## src/rtl/dct_pkg.sv

```systemverilog
package dct_pkg;
    localparam int NUM_LANES = 2;
    localparam int LANE_A    = 0;
    localparam int LANE_B    = 1;

    typedef enum logic {
        SEL_CMP_A = 1'b0,
        SEL_CMP_B = 1'b1
    } cmp_sel_e;

    typedef struct packed {
        logic irq_a;
        logic irq_b;
    } irq_pair_t;
endpackage

```

## src/rtl/dct_cmp_regs.sv

```systemverilog
module dct_cmp_regs #(
    parameter int W = 8,
    parameter int N = 2,
    localparam int SELW = (N > 1) ? $clog2(N) : 1
) (
    input  logic                clk,
    input  logic                rst_n,
    input  logic                wr_en_i,
    input  logic [SELW-1:0]     wr_sel_i,
    input  logic [W-1:0]        wr_data_i,
    output logic [N-1:0][W-1:0] cmp_o
);
    logic [N-1:0][W-1:0] cmp_d, cmp_q;

    for (genvar i = 0; i < N; i++) begin : g_reg
        always_comb begin
            cmp_d[i] = cmp_q[i];
            if (wr_en_i && (wr_sel_i == SELW'(i))) begin
                cmp_d[i] = wr_data_i;
            end
        end

        always_ff @(posedge clk or negedge rst_n) begin
            if (!rst_n) cmp_q[i] <= '0;
            else        cmp_q[i] <= cmp_d[i];
        end

        // an addressed write lands, an unaddressed register holds
        p_cmp_write_r9: assert property (@(posedge clk) disable iff (!rst_n)
            (wr_en_i && (wr_sel_i == SELW'(i))) |=> (cmp_q[i] == $past(wr_data_i)));
        p_cmp_hold_r9: assert property (@(posedge clk) disable iff (!rst_n)
            !(wr_en_i && (wr_sel_i == SELW'(i))) |=> $stable(cmp_q[i]));
    end

    assign cmp_o = cmp_q;
endmodule

```

## src/rtl/dct_lane.sv

```systemverilog
module dct_lane #(
    parameter int W = 8
) (
    input  logic         clk,
    input  logic         rst_n,
    input  logic         adv_i,
    input  logic         clr_i,
    input  logic [W-1:0] cmp_i,
    output logic [W-1:0] cnt_o,
    output logic         match_o,
    output logic         hit_next_o
);
    logic [W-1:0] cnt_d, cnt_q;

    always_comb begin
        cnt_d = cnt_q;
        if (adv_i) begin
            cnt_d = clr_i ? '0 : cnt_q + 1'b1;
        end
    end

    always_ff @(posedge clk or negedge rst_n) begin
        if (!rst_n) cnt_q <= '0;
        else        cnt_q <= cnt_d;
    end

    assign cnt_o      = cnt_q;
    assign match_o    = (cnt_q == cmp_i);
    assign hit_next_o = (cnt_d == cmp_i);

    // a lane never moves without its advance strobe
    p_lane_hold_r2: assert property (@(posedge clk) disable iff (!rst_n)
        !adv_i |=> $stable(cnt_q));
endmodule

```

## src/rtl/dual_cmp_timer.sv

```systemverilog
module dual_cmp_timer #(
    parameter int W = 8
) (
    input  logic         clk,
    input  logic         rst_n,
    input  logic         tick_i,
    input  logic         cascade_i,
    input  logic         pwm_mode_i,
    input  logic         wr_en_i,
    input  logic         wr_addr_i,
    input  logic [W-1:0] wr_data_i,
    output logic [W-1:0] cnt_a_o,
    output logic [W-1:0] cnt_b_o,
    output logic         irq_a_o,
    output logic         irq_b_o
);
    import dct_pkg::*;

    localparam logic [W-1:0] ALL_ONES = {W{1'b1}};

    logic [NUM_LANES-1:0][W-1:0] cmp;
    logic [NUM_LANES-1:0][W-1:0] cnt;
    logic [NUM_LANES-1:0]        adv, clr, match, hit_next;
    logic                        full_match, wrap_a;
    irq_pair_t                   irq_d, irq_q;

    dct_cmp_regs #(.W(W), .N(NUM_LANES)) u_cmp (
        .clk       (clk),
        .rst_n     (rst_n),
        .wr_en_i   (wr_en_i),
        .wr_sel_i  (wr_addr_i),
        .wr_data_i (wr_data_i),
        .cmp_o     (cmp)
    );

    for (genvar l = 0; l < NUM_LANES; l++) begin : g_lane
        dct_lane #(.W(W)) u_lane (
            .clk        (clk),
            .rst_n      (rst_n),
            .adv_i      (adv[l]),
            .clr_i      (clr[l]),
            .cmp_i      (cmp[l]),
            .cnt_o      (cnt[l]),
            .match_o    (match[l]),
            .hit_next_o (hit_next[l])
        );
    end

    always_comb begin
        full_match  = match[LANE_A] & match[LANE_B];
        wrap_a      = (cnt[LANE_A] == ALL_ONES);
        adv[LANE_A] = tick_i;
        clr[LANE_A] = cascade_i ? full_match : match[LANE_A];
        adv[LANE_B] = cascade_i ? (tick_i & (full_match | wrap_a)) : tick_i;
        clr[LANE_B] = cascade_i ? full_match : match[LANE_B];

        irq_d.irq_a = tick_i & ~cascade_i & ~pwm_mode_i & hit_next[LANE_A];
        irq_d.irq_b = tick_i & hit_next[LANE_B] & (~cascade_i | hit_next[LANE_A]);
    end

    always_ff @(posedge clk or negedge rst_n) begin
        if (!rst_n) irq_q <= '0;
        else        irq_q <= irq_d;
    end

    assign cnt_a_o = cnt[LANE_A];
    assign cnt_b_o = cnt[LANE_B];
    assign irq_a_o = irq_q.irq_a;
    assign irq_b_o = irq_q.irq_b;

    // a pulse always follows an enabled cycle
    p_irq_a_tick_r4: assert property (@(posedge clk) disable iff (!rst_n)
        irq_a_o |-> $past(tick_i));
    p_irq_b_tick_r4: assert property (@(posedge clk) disable iff (!rst_n)
        irq_b_o |-> $past(tick_i));
    // independent lane A restarts after reaching its compare value
    p_indep_clear_r3: assert property (@(posedge clk) disable iff (!rst_n)
        (!cascade_i && tick_i && cnt_a_o == cmp[LANE_A]) |=> (cnt_a_o == '0));
    // high byte steps on low-byte rollover only
    p_casc_carry_r5: assert property (@(posedge clk) disable iff (!rst_n)
        (cascade_i && tick_i && cnt_a_o == ALL_ONES &&
         !(cnt_a_o == cmp[LANE_A] && cnt_b_o == cmp[LANE_B]))
        |=> (cnt_b_o == W'($past(cnt_b_o) + 1'b1)));
    p_casc_hold_r5: assert property (@(posedge clk) disable iff (!rst_n)
        (cascade_i && cnt_a_o != ALL_ONES &&
         !(cnt_a_o == cmp[LANE_A] && cnt_b_o == cmp[LANE_B]))
        |=> $stable(cnt_b_o));
    // low-byte interrupt silent in cascade
    p_casc_quiet_a_r6: assert property (@(posedge clk) disable iff (!rst_n)
        cascade_i |=> !irq_a_o);
    // joint clear after a 16-bit match
    p_casc_clear_r7: assert property (@(posedge clk) disable iff (!rst_n)
        (cascade_i && tick_i && cnt_a_o == cmp[LANE_A] && cnt_b_o == cmp[LANE_B])
        |=> (cnt_a_o == '0 && cnt_b_o == '0));
    // pulse-width mode mutes lane A
    p_pwm_mute_r8: assert property (@(posedge clk) disable iff (!rst_n)
        pwm_mode_i |=> !irq_a_o);
endmodule

```

## config.mk

```make
export PLATFORM = sky130hd
export DESIGN_NAME = dual_cmp_timer
export DESIGN_NICKNAME = d
export VERILOG_FILES = /design/src/rtl/dct_pkg.sv /design/src/rtl/dct_cmp_regs.sv /design/src/rtl/dct_lane.sv /design/src/rtl/dual_cmp_timer.sv
export SDC_FILE = /design/constraint.sdc
export NUM_CORES = 1
export LEC_CHECK = 0
export BUFFER_PORTS_ARGS = -buffer_cell sky130_fd_sc_hd__buf_2
export CAP_MARGIN = 20
export CORE_ASPECT_RATIO = 0.5
export CORE_UTILIZATION = 40
export DETAILED_ROUTE_END_ITERATION = 10
export PLACE_DENSITY = 0.62
export SYNTH_ARGS = -nofsm -noshare
export SYNTH_HDL_FRONTEND = slang
export SYNTH_SLANG_ARGS = --single-unit
```

## constraint.sdc

```tcl
create_clock -name clk -period 2.4 [get_ports clk]
set_input_delay 0.48 -clock clk [delete_from_list [all_inputs] [get_ports clk]]
set_output_delay 0.48 -clock clk [all_outputs]
set_load 0.05 [all_outputs]
```

# After elaboration in Yosys (flattened, before gate mapping)
# Index checks and enable logic that the tools add are counted.
[classes]
add_sub_neg = 2
multipliers = 0
n_div = 0
order_cmp = 0
eq_ne = 5
shift = 0
n_mux = 7
n_bitwise = 12
reduce_logical = 2
[op_table]
columns = ["cell", "count"]
rows = [
  ["$eq 8x8->1", 4],
  ["$mux 8", 4],
  ["$add 8x1->8 const B", 2],
  ["$eq 8x8->1 const B", 1],
  ["$and 1x1->1", 7],
  ["$mux 1", 3],
  ["$not 1->1", 3],
  ["$logic_and 1x1->1", 2],
  ["$or 1x1->1", 2],
]
[totals]
ff_bits = 34
latch_bits = 0
mem_bits_rw = 0
mem_bits_ro = 0
input_bits = 15
output_inout_bits = 18
word_cells = 34
mem_count = 0

# Depth between registers and ports, before layout
[logic_depth]
word_depth = 9
mapped_depth = 10
depth_no_buf = 9

# By module
# From an unflattened synthesis, not the netlist that was laid out.
[unflattened]
hier_cells = 221
area_unflattened_um2 = 2327.2
[modules_own_cells]
columns = ["mod", "instances", "cells_each", "area_each_um2", "seq_area_each_um2"]
rows = [
  ["dct_lane", 2, 86, 784.5, 200.2],
  ["dct_cmp_regs", 1, 35, 641.9, 400.4],
  ["dual_cmp_timer", 1, 14, 116.4, 50.0],
]

# Worst setup path after synthesis
# No wires, ideal clock.
[synth_path]
path_type = "register to register"
from = "register g_lane[0].u_lane.cnt_q[0]"
to = "register irq_q (netlist bit irq_b_o)"
setup_ns = 0.111
arrival_time_ns = 2.746
t_required_ns = 2.289
path_slack_ns = -0.457
stages_incl_launch_ff = 10
n_path_buf = 1
synth_period_minus_slack_ns = 2.857
path_cell_list = "dfrtp_1 > xor2_1 > or4_4 > o21ai_2 > a21oi_2 > buf_6 > mux2i_1 > o21ai_1 > or4b_1 > a2111oi_2"
[synth_lines]
columns = ["item", "line", "rtl"]
rows = [
  ["from (decl)", "dct_lane.sv:13", "logic [W-1:0] cnt_d, cnt_q;"],
  ["from (signal assigned)", "dct_lane.sv:24", "else cnt_q <= cnt_d;"],
  ["to (signal assigned)", "dual_cmp_timer.sv:63", "else irq_q <= irq_d;"],
  ["to (decl)", "dual_cmp_timer.sv:25", "irq_pair_t irq_d, irq_q;"],
]

==> results.md <==
- Detailed router's first-iteration violation count: 94
- Synth Area in Adders: under 10%
- Vias in the first global route: about 2100
- Yosys warnings: 0
- Top cells by area, synth: dfrtp_1 37%, mux2_2 9.4%, xnor2_1 7.7%
- Yosys top cell by area: dfrtp_1
- RSZ-0062 raised after global routing: yes
- Sw frac: 41.8%
- Lkg Pwr: 0.00143 µW
- Post-route DRC: 0
- Min cycle time layout: 2700 ps
- Seq/Total Area, Yosys: between 30% and 40%
- Vias per cell: around 5.4
- Synth Area in Compound Gates: 15.8%
- Outcome: complete, but fails checks
- Die area: between 6000 and 7000 µm²
- Avg WL per Cell: 16.6 µm
- I/O pin count: 33
- Setup crit start: u_cmp.cmp_o[4]
- Top cell by count, worst path: xor2_1
- Yosys top cell area share: a little under two fifths
- CP Max Fanout: 7
- Hold Vio Cnt, Final: 0
- Core Area: ~5200 µm²
- Xor and xnor area share after synthesis: 11.2%
- R2r worst-path depth: 8
- CP peak stage delay: between 500 and 600 ps
- Dpl ws: -399 ps
- Initial core utilization: between 40% and 50%
- Required time of the critical path: around 2600 ps
- CTS Sinks: 34
- Flops & latches, synth: 34
- Initial antenna violation count: 0
- Simple-gate share of the synthesized area: 18.7%
- Ys async rst share: between 90% and 100%
- Final core utilization: 62.6%
- Worst-Margin Slew: ~790 ps
- Clk_lat worst skew: roughly 280 ps
- Port Buf Inserts: 32
- Clock root buffer: clkbuf_16
- Worst ir drop on vdd: about 660 µV
- Violated checks: setup timing
- Post-route clock period utilization: 112%
- Number of synthesized flops with an enable pin: 0
- Cell variety after synth: 55
- Setup violators final: 2
- Post-Syn Instances: 231
- Reg power frac: around a quarter
- Slew Limit Headroom: a little under half
- TritonCTS clock tree: built
- Total grt overflow: 0
- Max-slew violations: 0
- Critical path type: reg2reg
- Fillers: about 460
- Clock Skew: 6.78 ps
- Worst Hold Slack: 282 ps
- Clk pwr share: 20.6%
- GP Congestion: slightly above 0.9
- Htree depth: 2
- Switching power: approximately 1300 µW
- Crit path capture type: flop
- Die height: between 50 and 60 µm
- Synth-to-Final Area Change: 42.8%
- Antenna diodes: 0
- Largest net degree at the start of global routing: 35
- Final nets: between 300 and 400
- R2r startpoint: u_cmp.cmp_o[4]
- HPWL Detailed: around 5.2 mm
- Clock buffer count from CTS: 5
- Mux cell area share after synthesis: roughly an eighth
- Hold_buf cts: 0
- Largest family of logic cells by synthesized area: simple AND/OR/NAND/NOR gates
- CP max-delay cell: or4_4
- Clock buffer depth: 2
- Gr usage total: 24.4%
- Worst setup margin: -295 ps
- Mapped Area: 2270 µm²
- Routed WL: about 6.7 mm
- Share of cells above drive strength 1: between 50% and 60%
- Vias: roughly 2200
- Critical path, cell by cell: xor2_1 > or4_4 > o21ai_4 > a21oi_4 > a32o_2 > xor2_1 > or4b_1 > a2111oi_2
- Worst-path clk slew: ~60 ps
- Detail Route Antenna Nets: 0
- Cell Pwr Density: between 900 and 1000 nW/µm²
- Die width: between 100 and 150 µm
- CP Data Arrival Time: 2870 ps
- Comb power frac: roughly 53%
- Syn_area_per_cell: about 9.8 µm²
- Max Cap Viol: 0
- Num rows: 18
- F_max: around 370 MHz
- Post-Syn Nets: ~250
- First-pass DRT Iterations: 4
- Crit path launch type: flop
- Internal power: approximately 1800 µW
- Hold/Removal Path Class: in2async
- Dominant synthesized flop cell: dfrtp_1
- First-pass GRT wire length: about 11 mm
[synth_stat cells, types with 3 or more instances]
cell type	number
a21oi_1	7
a31oi_1	3
and2_1	3
and3_1	3
buf_2	3
buf_4	3
dfrtp_1	34
inv_1	5
mux2_2	19
mux2i_1	5
nand2_1	20
nand3_1	11
nand4_1	7
nor2_1	19
nor2b_1	4
nor3_1	4
o2111ai_1	3
o21ai_0	4
o31ai_1	4
xnor2_1	20
xor2_1	9
[power by group through the flow]
stage	sequential (µW)	combinational, µW	clock [µW]
floorplan	1180	689	0
global placement	835	1590	0
detailed placement	843	1610	0
CTS	840	1640	671
global route	864	1820	691
finish	842	1680	656
[sequential cells by signal, summed over array words and instances, names as in the netlist]
signal and count:
g_lane.u_lane.cnt_o 16, u_cmp.cmp_o 16, irq_a_o 1, irq_b_o 1
[cell families after synthesis]
kind of cell    Yosys count
compound gates           43
xor+xnor                 29
fa+ha+maj                 2
buf+inv                  16
flops                    34
mux                      24
simple gates             83
[final timing paths]
check,end,slack (ps)
max,irq_b_o,-300
min,u_cmp.cmp_o[8],280
max reg2reg,irq_b_o,-300
min reg2reg,u_cmp.cmp_o[13],640
max in group asynchronous,g_lane[1].u_lane.cnt_o[6],1570
min in group clk,irq_a_o,370
[per-layer routing]
metal | vias up | GRT usage [%] | wire length (µm)
met3 | 8 | 4.84 | 479
met1 | 1058 | 32.8 | 3010
met2 | 66 | 38.1 | 3040
met4 | 0 | 11.0 | 123
met5 | - | 0 | 0
li1 | 1041 | - | -
[cells in the final DEF, fill, tap and decap left out, drive strengths merged, types with 4 or more instances in the layout]
master    n
nor2b     4
a21oi     8
xnor2    20
nand3    11
inv       5
o31ai     5
buf     104
nor3      4
nand2    20
xor2      9
o21ai     7
mux2     19
mux2i     5
clkbuf    6
nand4     7
dfrtp    34
nor2     19
[stage by stage]
stage | instance area (µm²) | power [µW] | std cells | TNS (ps)
2_1_floorplan | 2310 | 1860 | 231 | -298
3_3_place_gp | 2990 | 2430 | 390 | -470
3_5_place_dp | 2990 | 2450 | 390 | -742
4_1_cts | 3190 | 3150 | 399 | -597
5_1_grt | 3240 | 3370 | 402 | -755
6_report | 3240 | 3180 | 402 | -533
[final cells by class]
| cell class | instances | area, µm² | share of cell area, % |
|---|---|---|---|
| inverter | 5 | 18.8 | 0.579 |
| clock inverter | 2 | 12.5 | 0.386 |
| multi-input combinational | 181 | 1410 | 43.4 |
| tap | 70 | 87.6 | 2.70 |
| timing repair buffer | 104 | 713 | 22.0 |
| sequential | 34 | 865 | 26.7 |
| clock buffer | 6 | 139 | 4.28 |
[timing repair]
action | CTS | global route
setup buffers | 1 | 3
pin swaps | 8 | 2
gates resized for setup | 5 | 7
setup endpoints to repair | 2 | 2
[worst max-delay path, delay by kind of cell (launching register included)]
kind	cells	cell delay, ps
compound gates	4	810
xor+xnor	2	300
flops	1	390
simple gates	2	1080
Note: power is estimated with default switching activity, not from simulation.
